[config.mk]
export PLATFORM = sky130hd
export DESIGN_NAME = page_mapper
export DESIGN_NICKNAME = d
export VERILOG_FILES = /design/src/rtl/pmap_pkg.sv /design/src/rtl/pmap_regs.sv /design/src/rtl/pmap_xlate.sv /design/src/rtl/page_mapper.sv
export SDC_FILE = /design/constraint.sdc
export NUM_CORES = 1
export LEC_CHECK = 0
export BUFFER_PORTS_ARGS = -buffer_cell sky130_fd_sc_hd__clkbuf_2
export CAP_MARGIN = 10
export CORE_ASPECT_RATIO = 1.5
export CORE_MARGIN = 1
export CORE_UTILIZATION = 40
export DETAILED_ROUTE_END_ITERATION = 10
export GPL_TIMING_DRIVEN = 0
export PLACE_DENSITY = 0.78
export SETUP_SLACK_MARGIN = 0.4
export SLEW_MARGIN = 10
export SYNTH_ARGS = -nofsm -noshare
export SYNTH_HDL_FRONTEND = slang
export SYNTH_HIERARCHICAL = 1
export SYNTH_SLANG_ARGS = --single-unit
export TNS_END_PERCENT = 10
[constraint.sdc]
create_clock -name clk -period 2.6 [get_ports clk]
set_input_delay 0.39 -clock clk [delete_from_list [all_inputs] [get_ports clk]]
set_output_delay 0.39 -clock clk [all_outputs]
set_load 0.03 [all_outputs]
[src/rtl/pmap_pkg.sv]
package pmap_pkg;
   // Which source drives the physical page for the current access
   typedef enum logic [1:0] {
      SRC_PROG   = 2'd0,
      SRC_COMPAT = 2'd1,
      SRC_BYPASS = 2'd2
   } page_src_e;

   // I/O register index sits at this CPU address bit upward
   localparam int unsigned IO_IDX_LSB = 8;
   // Lower bit of the pair exchanged for recoded video accesses
   localparam int unsigned SWAP_LO    = 11;
endpackage

[src/rtl/pmap_regs.sv]
module pmap_regs #(
   parameter int unsigned PAGE_W = 5,
   parameter int unsigned WIN_W  = 2
) (
   input  logic              clk,
   input  logic              rst_n,
   input  logic              wr_en,
   input  logic [WIN_W-1:0]  wr_idx,
   input  logic [PAGE_W-1:0] wr_page,
   input  logic [WIN_W-1:0]  map_idx,
   input  logic [WIN_W-1:0]  rd_idx,
   output logic [PAGE_W-1:0] map_page,
   output logic [PAGE_W-1:0] rd_page
);
   localparam int unsigned NWIN = 1 << WIN_W;

   logic [PAGE_W-1:0] page_q [NWIN];

   for (genvar w = 0; w < NWIN; w++) begin : g_win
      always_ff @(posedge clk or negedge rst_n) begin
         if (!rst_n)
            page_q[w] <= PAGE_W'(w);
         else if (wr_en && wr_idx == WIN_W'(w))
            page_q[w] <= wr_page;
      end
   end

   assign map_page = page_q[map_idx];
   assign rd_page  = page_q[rd_idx];
endmodule

[src/rtl/pmap_xlate.sv]
module pmap_xlate
   import pmap_pkg::*;
#(
   parameter int unsigned PAGE_W     = 5,
   parameter int unsigned WIN_W      = 2,
   parameter int unsigned OFF_W      = 14,
   parameter int unsigned VRAM_PAGES = 4
) (
   input  page_src_e                 src,
   input  logic [WIN_W+OFF_W-1:0]    cpu_addr,
   input  logic [PAGE_W-1:0]         prog_page,
   input  logic                      recode_en,
   output logic [PAGE_W+OFF_W-1:0]   phys_addr,
   output logic                      vram_hit
);
   localparam int unsigned ADDR_W = WIN_W + OFF_W;
   localparam int unsigned PHYS_W = PAGE_W + OFF_W;

   logic [PAGE_W-1:0] page;
   logic              low_page;
   logic [PHYS_W-1:0] raw;

   always_comb begin
      unique case (src)
         SRC_COMPAT: page = {{(PAGE_W-WIN_W){1'b0}}, cpu_addr[ADDR_W-1 -: WIN_W]};
         default:    page = prog_page;
      endcase
   end

   // Video-page compare: pick the cheaper form when the count is a power of two
   if ((VRAM_PAGES & (VRAM_PAGES - 1)) == 0) begin : g_vram_pow2
      localparam int unsigned VB = $clog2(VRAM_PAGES);
      assign low_page = ~|page[PAGE_W-1:VB];
   end else begin : g_vram_cmp
      assign low_page = page < PAGE_W'(VRAM_PAGES);
   end

   always_comb begin
      if (src == SRC_BYPASS) begin
         raw       = {{(PHYS_W-ADDR_W){1'b0}}, cpu_addr};
         vram_hit  = 1'b0;
         phys_addr = raw;
      end else begin
         raw       = {page, cpu_addr[OFF_W-1:0]};
         vram_hit  = low_page;
         phys_addr = raw;
         if (low_page && recode_en) begin
            phys_addr[SWAP_LO] = raw[OFF_W];
            phys_addr[OFF_W]   = raw[SWAP_LO];
         end
      end
   end
endmodule

[src/rtl/page_mapper.sv]
module page_mapper
   import pmap_pkg::*;
#(
   parameter int unsigned PAGE_W     = 5,
   parameter int unsigned WIN_W      = 2,
   parameter int unsigned OFF_W      = 14,
   parameter int unsigned DATA_W     = 8,
   parameter int unsigned VRAM_PAGES = 4
) (
   input  logic                       clk,
   input  logic                       rst_n,
   input  logic [WIN_W+OFF_W-1:0]     cpu_addr,
   input  logic                       io_req,
   input  logic                       io_rd,
   input  logic                       io_wr,
   input  logic [DATA_W-1:0]          io_wdata,
   output logic [DATA_W-1:0]          io_rdata,
   input  logic                       map_prog,
   input  logic                       recode_en,
   input  logic                       ext_block,
   output logic [PAGE_W+OFF_W-1:0]    phys_addr,
   output logic                       vram_hit
);
   localparam int unsigned ADDR_W = WIN_W + OFF_W;

   // Elaboration-time parameter checks
   if (DATA_W < PAGE_W)              $error("DATA_W must hold a page number");
   if (PAGE_W < WIN_W)               $error("PAGE_W must cover the window count");
   if (SWAP_LO >= OFF_W)             $error("swap bit must lie inside the window offset");
   if (IO_IDX_LSB + WIN_W > ADDR_W)  $error("I/O index bits exceed the address");
   if (VRAM_PAGES < 2 || VRAM_PAGES % 2 != 0)
                                     $error("VRAM_PAGES must be even and at least 2");
   if (VRAM_PAGES > (1 << PAGE_W))   $error("VRAM_PAGES exceeds the physical page count");

   page_src_e         src;
   logic [PAGE_W-1:0] map_page;
   logic [PAGE_W-1:0] rd_page;
   logic [WIN_W-1:0]  io_idx;

   assign io_idx = cpu_addr[IO_IDX_LSB +: WIN_W];

   always_comb begin
      if (ext_block)     src = SRC_BYPASS;
      else if (map_prog) src = SRC_PROG;
      else               src = SRC_COMPAT;
   end

   pmap_regs #(.PAGE_W(PAGE_W), .WIN_W(WIN_W)) u_regs (
      .clk      (clk),
      .rst_n    (rst_n),
      .wr_en    (io_req && io_wr),
      .wr_idx   (io_idx),
      .wr_page  (io_wdata[PAGE_W-1:0]),
      .map_idx  (cpu_addr[ADDR_W-1 -: WIN_W]),
      .rd_idx   (io_idx),
      .map_page (map_page),
      .rd_page  (rd_page)
   );

   pmap_xlate #(
      .PAGE_W(PAGE_W), .WIN_W(WIN_W), .OFF_W(OFF_W), .VRAM_PAGES(VRAM_PAGES)
   ) u_xlate (
      .src       (src),
      .cpu_addr  (cpu_addr),
      .prog_page (map_page),
      .recode_en (recode_en),
      .phys_addr (phys_addr),
      .vram_hit  (vram_hit)
   );

   assign io_rdata = (io_req && io_rd) ? {{(DATA_W-PAGE_W){1'b0}}, rd_page} : '0;
endmodule

==> results by stage, run 1 <==
CTS:
- At the later pin of the worst-skew pair, clock insertion delay measures 0.25 ns.
- The number of buffers inserted during clock tree synthesis is 3.
- The H-tree depth reported by CTS is 1.
- In this run the clock root is driven by a clkbuf_8.
- The CTS tree is done.
- Clock-pin slew was measured on the worst setup and hold paths at 0.07 ns.
- The TritonCTS sink count is 20.
- After clock tree synthesis, the flow added hold-fix buffers numbering 0.
- The maximum clock insertion buffer count is 2.

Logic synthesis:
- The fraction of the yosys area taken by sequential cells is 0.363.
- The largest area contributor in the synthesized netlist is dfrtp_1.
- The cell count after synthesis came out at 105.
- The synthesized area divided by synthesized cell count is 13.3 um^2.
- The fraction of the mapped netlist area in compound gates was 0.0476.
- In the synthesized netlist the async set-or-reset flop fraction comes to 1.00.
- The cell with the most instances after synthesis is mux2_2.
- The combinational family with the most area after synthesis is multiplexers.
- The adder-cell share of the synthesized area is 0.00719.
- Measured against the total synthesized area, the mux share comes to 0.350.
- Of the post-synthesis cell area, the dominant cell type holds 0.288.
- After synthesis the cells add up to 1390 um^2.
- The parity-gate share of the synthesized area counting xor and xnor cells is 0.00629.
- The register bit count reported by yosys is 20.
- The prevailing post-synth register cell is dfrtp_1.
- Sorting the synthesized cells by how often they occur yields 21 x mux2_2, 16 x buf_4, 16 x dfrtp_1.
- Of the total synthesized cell area, the portion taken by AND, OR, NAND and NOR gates is 0.0997.
- Sorting the synthesized cells by area gives the leading types as dfrtp_1 29%, mux2_2 17%, mux4_2 9.7%.
- The number of enable flip-flop cells after synthesis is 0.
- The number of warnings printed during yosys synthesis is 6.
- The count of distinct cell types in the synthesized netlist is 28.

Route:
- The final layout contains routed wiring with a total length of 2.83 mm.
- After the first detailed-routing iteration, the DRC count stood at 14.
- Detailed routing inserted a total of 1010 vias.
- The via count normalized by instance count is 5.15.
- The DRC violation count after routing is 0.
- Dividing the detail-routed wire length by the instance count gives 14.4 um.
- In this run the remaining antenna-violating nets after routing total 0.
- The first TritonRoute pass finished after 3 iterations.

Worst setup path:
- The critical setup path kind is reg2out.
- In this run the critical register-to-register path is captured at u_regs/page_q[11].
- The type of origin of the critical path is a flip-flop.
- The launching point of the worst reg2reg path is u_regs/page_q[11].
- The required arrival time at the worst endpoint is 2.21 ns.
- The data arrival time of the critical path is 2.00 ns.
- The worst reg-to-reg path cell count is 1.
- The internal reg-to-reg setup slack is 1.81 ns.
- The biggest fanout along the worst timing path is 5.
- The worst setup path is captured at an output pin.

Floorplanning:
- The die area is 3730 um^2.
- In this run the core area contains 25 standard-cell rows.
- The width of the chip is 50.2 um.
- From bottom edge to top edge, the die measures 74.3 um.
- The region available for standard cell placement spans 3220 um^2.
- The starting utilization of the core area is 0.432.
- For this design the top-level I/O count stands at 60.

Global route:
- The wire length of the first global-routing pass is 4.46 mm.
- The via count of the first global-routing pass is 1008.
- The initial antenna violation count is 0.
- The global route total overflow is 0.
- Entering global routing, the biggest net connects 21 pins.
- The overall global routing resource usage is 0.162.

STA:
- The top achievable clock speed is 0.419 GHz.
- The smallest clock period supported by the final layout is computed as 2.39 ns.
- The worst hold slack after final layout is 0.0798 ns.
- Setup violations remaining at the end of the flow were counted as 0.
- The final worst clock skew is 0 ns.
- Setup repair after global routing could not meet its margin everywhere.
- The number of slew-limit violations in the final report came to 0.
- Of the available clock period, the critical path in the final layout requires 0.919.
- The final hold violation count is 0.

Cells and area:
- The largest registers in the layout are u_regs/page_q (20).
- The post-route core utilization is 0.559.
- The final layout net count is 189.
- Compared with the post-synthesis result, the final layout area differs by 29.3%.
- In the final layout, the share of cells above drive strength 1 is 0.712.
- The number of flip-flops under the largest register name is 20.
- The register ranked first by flip-flop count is u_regs/page_q.
- The number of diodes added for antenna fixing is 0.
- The finished layout cell area is 1800 um^2.

Placement:
- Summing all placed instances gives a cell area of 1680 um^2.
- The sum of net half-perimeters after detailed placement is 2.27 mm.
- The weighted congestion at the end of routability-driven global placement is 0.729.
- During placement, the flow inserted port buffers numbering 42.

Power:
- In this run the static leakage power is 0.847 nW.
- The power density over cell area is 613 nW/um^2.
- The largest voltage drop on the vdd net is 0.324 mV.

Run status:
- The flow ran to the end, and the final reports show no timing, DRC or antenna violations.

Worst hold path:
- The class of the most critical hold timing path is in2async.

Flow run:
- The tool flagged a number of max-cap violations equal to 0.
kinds of logic after synthesis:
group,count (synthesis)
AOI/OAI and AO/OA,9
xor gates and xnor gates,1
adders and majority gates,1
buffers and inverters,22
DFF,20
muxes,32
other,1
and+or+nand+nor,19
worst max-delay path by stage:
stage                                start             to  slack (ns)  depth (start not counted)
after global routing      u_regs/page_q[3]  phys_addr[11]        0.16                          6
after CTS                 u_regs/page_q[2]  phys_addr[14]        0.16                          6
after global placement        cpu_addr[14]  phys_addr[14]       -0.02                          8
after floorplan               cpu_addr[14]  phys_addr[14]        0.36                          6
after detailed placement      cpu_addr[14]  phys_addr[14]       -0.09                          8
final                     u_regs/page_q[3]  phys_addr[11]        0.21                          6
area by class of cell:
type / instances / area (um^2)
Sequential cell: 20 / 505
Buffer: 20 / 165
Inverter: 2 / 7.51
Tap cell: 40 / 50.0
Fill cell: 270 / 1420
Clock buffer: 4 / 55.1
Multi-Input combinational cell: 65 / 757
Timing Repair Buffer: 45 / 260
metal layers:
metal  track usage  share of wire  routed length [um]
met3        0.0184          0.056                 159
met1         0.172           0.39                1100
met2         0.302           0.53                1510
met5             0              0                   0
met4        0.0984          0.022                  63
what timing repair did:
| item | CTS | global route |
|---|---|---|
| pin swaps | 4 | 2 |
| endpoints found under the setup margin | 3 | 3 |
| resized for setup | 10 | 2 |
| setup buffers | 3 | 0 |
stage by stage:
stage,instances,setup TNS (ns),power [mW],setup slack [ns]
after detailed placement,189,-0.0870,0.848,-0.0870
after global routing,196,0,1.16,0.162
after global placement,189,-0.0168,0.829,-0.0168
after floorplan,107,0,0.740,0.357
after CTS,196,0,1.12,0.162
final,196,0,1.10,0.211
report_power, final:
part	internal, mW	switching [mW]
Clock	0.135	0.0928
Combinational	0.227	0.212
Sequential	0.390	0.0461
Total	0.752	0.351
cells in the final DEF (no fill, tap or decap), types with 2 or more instances in the layout:
cell      synthesis  routed
clkbuf_8          0       6
mux2_2           21      21
clkbuf_2          0      39
dfstp_2           4       4
nand3b_1          2       2
inv_1             2       2
nor2_1            2       2
and2_1            4       4
dfrtp_1          16      16
and3_1            5       5
mux4_1            4       2
buf_6             4       4
mux4_2            6       8
a21oi_1           3       3
buf_4            16      19
conb_1            1       3
critical path, stage by stage (launching register included):
cell and delay (ns):
dfrtp_1 0.39, mux4_2 0.52, nor3_4 0.27, o21ai_4 0.11, a21oi_1 0.14, o22a_2 0.17
clkbuf_8 0.15
(Power assumes the default switching activity.)
==> run 2: changes to the inputs <==
CORE_ASPECT_RATIO = not set   (was 1.5)
CORE_MARGIN = not set   (was 1)
PLACE_DENSITY = 0.79   (was 0.78)
SYNTH_HIERARCHICAL = not set   (was 1)
==> run 2 against run 1 <==
The flow now finishes with violations (negative setup slack). Count of clock-buffer cells in the layout stayed put. Sequential power barely moved. Largest cell class unchanged. Setup slack got worse by 0.35 ns.
==> results by stage, run 2 <==
STA:
- The number of setup violations in the final report is 2.
- Measured against its own limit, the worst slew margin works out to 0.438.
- The worst-margin pin slew is 0.837 ns.
- The final hold violation count came to 0.
- Dividing the final minimum period by the clock period gives 1.05.
- The number of slew-limit violations in the final report is 0.
- Across all setup checks in the final design, the least slack found is -0.136 ns.
- The final period demand of the worst path is 2.74 ns.
- The top achievable clock speed is 0.366 GHz.
- The worst hold slack after final layout is 0.00571 ns.
- The final worst clock skew is 0 ns.
- Setup repair after global routing could not meet its margin everywhere.

Worst setup path:
- The critical setup path kind is reg2out.
- The largest incremental delay on the critical path is 0.51 ns.
- The type of origin of the critical path is a flip-flop.
- The worst setup path startpoint is u_regs.page_q[4].
- The internal reg-to-reg setup slack is 1.81 ns.
- The number of logic stages on the critical path including buffering is 5.
- In this run the worst path has a maximum fanout of 3.
- The required arrival time at the worst endpoint is 2.21 ns.
- The signal on the critical path passes through mux4_2, or3_4, a211oi_4, mux2_4, buf_8.
- Measured in cells, the most critical reg-to-reg path has a length of 1.
- The worst path buffer plus inverter count is 1.
- The data arrival time of the critical path is 2.35 ns.
- The cell with the largest stage delay on the worst path is mux4_2.
- The worst setup path is captured at an output pin.
- The capturing point of the worst reg2reg path is u_regs.page_q[13].
- In this run the critical register-to-register path is launched from u_regs.page_q[13].
- In this run the worst setup path terminates at phys_addr[11].
- The family with the most delay on the worst path is multiplexers.

Cells and area:
- The commonest non-fill, non-tap cell in the layout is clkbuf_2.
- Leaving out fill and tap cells, the most frequent cells in the layout are 36 x clkbuf_2, 22 x mux2_2, 17 x buf_4.
- At the end of the flow the core is filled with cells to 0.530.
- The number of flip-flops under the largest register name is 20.
- Counting flops per register, the top entry is u_regs.page_q.
- The number of diodes added for antenna fixing is 0.
- From synthesis to final layout, the design area changed by 24.8%.
- In the final layout, the multi-input gates occupy 663 um^2.
- The fraction of layout cells with a size suffix above 1 is 0.660.
- The largest registers in the layout are u_regs.page_q (20).
- The final non-filler cell total is 191.
- The final layout net count is 180.
- The combined flip-flop and latch cell area is 505 um^2.
- After routing the design area is 1620 um^2.
- The fill cell total of the finished layout is 287.

Logic synthesis:
- The area share of the largest cell type after synthesis is 0.309.
- The fraction of the yosys area taken by sequential cells is 0.390.
- The synthesized area divided by synthesized cell count is 12.6 um^2.
- Among all flip-flop cells after synthesis, the most frequent one is dfrtp_1.
- The post-synthesis instance area is 1300 um^2.
- The register bit count reported by yosys is 20.
- By area the synthesized netlist is led by dfrtp_1 31%, mux2_2 19%, mux4_2 14%.
- The number of enable flip-flop cells after synthesis is 0.
- The largest area contributor in the synthesized netlist is dfrtp_1.
- The cell count after synthesis came out at 103.
- The async set or reset register ratio after synthesis is 1.00.
- Counting instances in the post-synthesis netlist gives the leading cell types as 22 x mux2_2, 16 x buf_4, 16 x dfrtp_1.
- The most common cell in the synthesized netlist is mux2_2.
- Yosys mapped the design onto 28 distinct sky130hd cell types.
- During synthesis, Yosys emitted a total of 0 warnings.

Global route:
- After global routing the overflow that remains totals 0.
- The initial antenna violation count is 0.
- The via count of the first global-routing pass was 906.
- Entering global routing, the biggest net connects 21 pins.
- In the global route stage, overall resource usage came out at 0.169.
- The wire length of the first global-routing pass is 4.17 mm.

CTS:
- The TritonCTS sink count is 20.
- In this run, CTS created clock tree buffers numbering 3.
- After clock tree synthesis, the flow added hold-fix buffers numbering 0.
- The CTS tree is done.
- The maximum clock insertion buffer count is 2.
- Clock-pin slew was measured on the worst setup and hold paths at 0.11 ns.
- The tree is rooted in a clkbuf_4.
- Clock latency on the worst-skew pair, taken at its later pin, is 0.30 ns.
- Buffers added to address setup during post-CTS repair amount to 0.
- CTS built an H-tree with a depth of 1.

Route:
- After detailed routing, the number of vias per cell comes to 5.07.
- Before antenna repair, the detailed router went through 4 iterations.
- The final wirelength is 2.68 mm.
- The count of nets left with antenna violations once routing finished came out at 0.
- The DRC violation count after routing is 0.
- The number of violations reported at the end of detailed-routing iteration 0 is 26.
- The average wire length per cell after detail routing is 14.1 um.
- The total via count in the routed design is 968.

Floorplanning:
- The number of top-level pins is 60.
- For this configuration, the core starts out at a cell density of 0.425.
- From left edge to right edge, the die measures 58.9 um.
- The die covers 3470 um^2.
- Row generation in the floorplan step produced 20 rows.
- The height of the chip is 58.9 um.
- The total area inside the core boundary comes to 3050 um^2.

Run status:
- The checks that failed: negative setup slack.
- The run finished, with violations left.

Power:
- The power density over cell area is 584 nW/um^2.
- The reported leakage power is 0.765 nW.
- The worst-case IR drop observed on VDD is 0.344 mV.

Flow run:
- Max-cap violations in this run came to 0.

Placement:
- The weighted congestion at the end of routability-driven global placement is 0.789.
- Before CTS, the worst setup slack after placement is -0.0499 ns.
- In this run the cell area measured after placement is 1560 um^2.
- The sum of net half-perimeters after detailed placement is 2.11 mm.
- The number of I/O port buffers is 38.
- Counting tap cells, the placed design contains a total of 187 instances.

Worst hold path:
- The class of the most critical hold timing path is in2async.
## run 2: how the worst min path moves through the flow
stage | from | endpoint | slack (ns) | depth (start not counted)
after global routing | rst_n | u_regs.page_q[2] | 0.04 | 1
after detailed placement | rst_n | u_regs.page_q[9] | 0.37 | 1
final | rst_n | u_regs.page_q[14] | 0.006 | 1
after CTS | rst_n | u_regs.page_q[14] | 0.01 | 1
after global placement | rst_n | u_regs.page_q[9] | 0.36 | 1
after floorplan | rst_n | u_regs.page_q[11] | 0.09 | 0
## run 2: cells by family (layout without fill, tap and decap cells)
logic type             after synthesis  in the layout  share of synthesized area
flip-flops                          20             20                      0.390
AO/OA/AOI/OAI                        8              8                     0.0454
buffers and inverters               21             63                      0.113
AND/OR/NAND/NOR                     20             20                     0.0946
other                                1              3                    0.00289
multiplexers                        33             33                      0.354
## run 2: through the flow
step | TNS, ns | power (mW)
after floorplan | 0 | 0.697
after global placement | 0 | 0.770
after detailed placement | -0.0499 | 0.787
after CTS | -0.207 | 0.954
after global routing | -0.316 | 1.00
final | -0.168 | 0.945
## run 2: timing repair
action                                  CTS  global route
endpoints found under the setup margin    4             3
pin swaps                                 2             0
gates resized for setup                   7             2
## run 2: layout make-up
class / instances / area share
clock buffers: 4 / 0.0162
multi-input cells: 64 / 0.410
repair buffers: 38 / 0.131
well taps: 44 / 0.0340
flip-flops and latches: 20 / 0.312
inverters: 1 / 0.00232
plain buffers: 20 / 0.0944
## run 2: layer usage
layer,part of all wire,up-vias,global-route usage
met5,0,-,0
met3,0.073,3,0.0352
met2,0.47,50,0.289
met1,0.44,465,0.201
li1,-,450,-
met4,0.016,0,0.0850
## run 2: where the power goes
group,switching [mW],internal [mW],total (mW)
Combinational,0.165,0.189,0.355
Clock,0.0947,0.0601,0.155
Sequential,0.0457,0.390,0.435
==> run 3: changes to the inputs <==
PLACE_DENSITY = 0.78   (was 0.79)
SYNTH_HIERARCHICAL = 1   (was not set)
==> run 3 against run 2 <==
Combinational power up 25%. Fmax up 12%. Design area rose by 8.7%. Clock skew unchanged. Hold slack improved by 0.028 ns. Sequential power is 0.9% higher. First-iteration DRC count up 27%. The run now ends clean. Count of clock-buffer cells in the layout is the same. Die area rose by 7.2%. Sequential share of layout area decreased by 2.5 points.
==> results by stage, run 3 (same netlist as run 1, synthesis figures left out) <==
Worst setup path:
- The data arrival time of the critical path is 2.06 ns.
- The largest individual stage delay along the critical path comes from the cell mux4_2.
- The type of element capturing the critical path is an output pin.
- The worst setup path is of the reg2out kind.
- The type of origin of the critical path is a flip-flop.
- STA puts the critical path data required time at 2.21 ns.
- In this run the worst path has a maximum fanout of 5.
- The critical path goes through mux4_2, nor3_4, o21ai_4, a31oi_4, o22ai_4, buf_8.
- On the worst path, the slowest cell contributes a delay of 0.53 ns.

STA:
- In the finished design, the share of the clock period the worst path needs comes to 0.941.
- On the final layout, the worst clock skew is 0 ns.
- Setup repair after global routing could not meet its margin everywhere.
- Setup total negative slack on the finished layout was measured at 0 ns.
- The final hold violation count is 0.
- The worst hold slack after final layout is 0.0340 ns.
- The final period demand of the worst path is 2.45 ns.
- The minimum setup slack in the final design is 0.153 ns.
- The number of slew-limit violations in the final report came to 0.
- The number of setup violations in the final report is 0.
- The top achievable clock speed is 0.409 GHz.

Floorplanning:
- 60 I/O pins were placed.
- The die area is 3720 um^2.
- The floorplan step set the die height to 61.0 um.
- The initialized floorplan defines 21 standard-cell rows.
- The starting utilization of the core area is 0.417.
- The width of the chip is 61.0 um.
- The core region is 3340 um^2.

Cells and area:
- The area growth from synthesis to layout is 26.3%.
- The register with the most flip-flops in the layout has 20 of them.
- More flip-flops sit in one register than any other, and that register is u_regs/page_q.
- The commonest non-fill, non-tap cell in the layout is clkbuf_2.
- In the final layout, the share of cells above drive strength 1 is 0.708.
- In the final layout, the registers with the most flip-flops are u_regs/page_q (20).
- The fill cell total of the finished layout is 303.
- The top cell types in the final layout, fill and taps aside, are 40 x clkbuf_2, 21 x mux2_2, 17 x buf_4.
- The final non-filler cell total is 200.
- The number of diodes added for antenna fixing is 0.
- At the end of the flow, the number of nets in the layout was 187.

CTS:
- TritonCTS built the clock tree.
- In this run the number of H-tree levels came out at 1.
- Clock latency on the worst-skew pair, taken at its later pin, is 0.28 ns.
- The cell at the root of the clock tree is clkbuf_4.
- The clock drives 20 sinks.
- Clock-pin slew was measured on the worst setup and hold paths at 0.11 ns.
- The number of clock buffers added by TritonCTS is 3.
- The maximum clock insertion buffer count is 2.

Route:
- After the first detailed-routing iteration, the DRC count stood at 33.
- The number of detailed-route iterations in the first pass is 4.
- Dividing the detail-routed wire length by the instance count gives 15.3 um.
- Once detail routing completed, the nets flagged for antenna violations numbered 0.
- The via count normalized by instance count is 5.14.
- The DRC violation count after routing is 0.
- The total via count in the routed design is 1028.
- Summed over all layers, the routed wires come to 3.06 mm.

Global route:
- After global routing the overflow that remains totals 0.
- The first global-routing pass estimated 4.80 mm of wire.
- The overall global routing resource usage is 0.181.
- Entering global routing, the biggest net connects 21 pins.
- The via count of the first global-routing pass was 1043.
- The initial antenna violation count is 0.

Placement:
- The worst slack at placement is -0.0510 ns.
- The sum of net half-perimeters after detailed placement is 2.43 mm.
- Port buffering added 42 buffers.
- The weighted congestion at the end of routability-driven global placement is 0.819.
- The number of cells after detailed placement is 195.

Run status:
- The flow ran to the end, and the final reports show no timing, DRC or antenna violations.

Power:
- Power spread over the standard cell area amounts to 586 nW/um^2.
- VDD sags by at most 0.248 mV.
- The analysis attributes to cell leakage a power of 0.821 nW.

Worst hold path:
- The tightest min-delay check is of the in2async type.

Flow run:
- The max-cap violation count is 0.
[run 3: report_power, final]
| part | total (mW) | leakage [nW] | switching, mW | internal [mW] |
|---|---|---|---|---|
| logic | 0.445 | 0.572 | 0.221 | 0.225 |
| registers | 0.439 | 0.234 | 0.0497 | 0.390 |
| clock network | 0.147 | 0.0150 | 0.0871 | 0.0596 |
| total | 1.03 | 0.821 | 0.357 | 0.674 |
[run 3: area by class of cell]
type | instances | area (um^2) | area share
Buffer | 20 | 165 | 0.0939
Tap cell | 46 | 57.6 | 0.0327
Sequential cell | 20 | 505 | 0.287
Inverter | 2 | 7.51 | 0.00427
Clock buffer | 4 | 26.3 | 0.0149
Timing Repair Buffer | 43 | 236 | 0.134
Multi-Input combinational cell | 65 | 761 | 0.432
[run 3: timing repair]
action / 4_1_cts / 5_1_grt
setup buffers: 1 / 0
pin swaps: 3 / 2
setup endpoints to repair: 3 / 3
hold buffers: 0 / 0
resized for setup: 10 / 2
[run 3: path summary, 6_finish.rpt]
| check | from | to | cells after the start | slack, ns |
|---|---|---|---|---|
| worst max register to register | u_regs/page_q[13] | u_regs/page_q[13] | 1 | 1.80 |
| min in group clk | io_wdata[3] | u_regs/page_q[3] | 2 | 0.36 |
| worst max-delay path | u_regs/page_q[3] | phys_addr[14] | 6 | 0.15 |
| worst min-delay path | rst_n | u_regs/page_q[19] | 1 | 0.03 |
| worst min register to register | u_regs/page_q[5] | u_regs/page_q[5] | 1 | 0.54 |
| max in group asynchronous | rst_n | u_regs/page_q[1] | 1 | 2.19 |
[run 3: worst max-delay path: cells and delay by family (launching register included)]
kind,cells,cell delay [ns]
DFF,1,0.42
muxes,1,0.53
and+or+nand+nor,1,0.25
AOI/OAI and AO/OA,3,0.42
buffers and inverters,1,0.14
[run 3: per-stage QoR]
step / cell area, um^2 / total power [mW] / util
2_1_floorplan: 1420 / 0.740 / -
3_3_place_gp: 1680 / 0.830 / 0.504
3_5_place_dp: 1680 / 0.854 / 0.504
4_1_cts: 1750 / 1.04 / 0.526
5_1_grt: 1760 / 1.09 / 0.527
6_report: 1760 / 1.03 / 0.527
[run 3: layer usage]
layer,vias to the layer above,track usage,wire length (um)
li1,469,-,-
met1,500,0.211,1230
met2,55,0.327,1550
met3,4,0.0362,239
met4,0,0.0682,29
met5,-,0,0
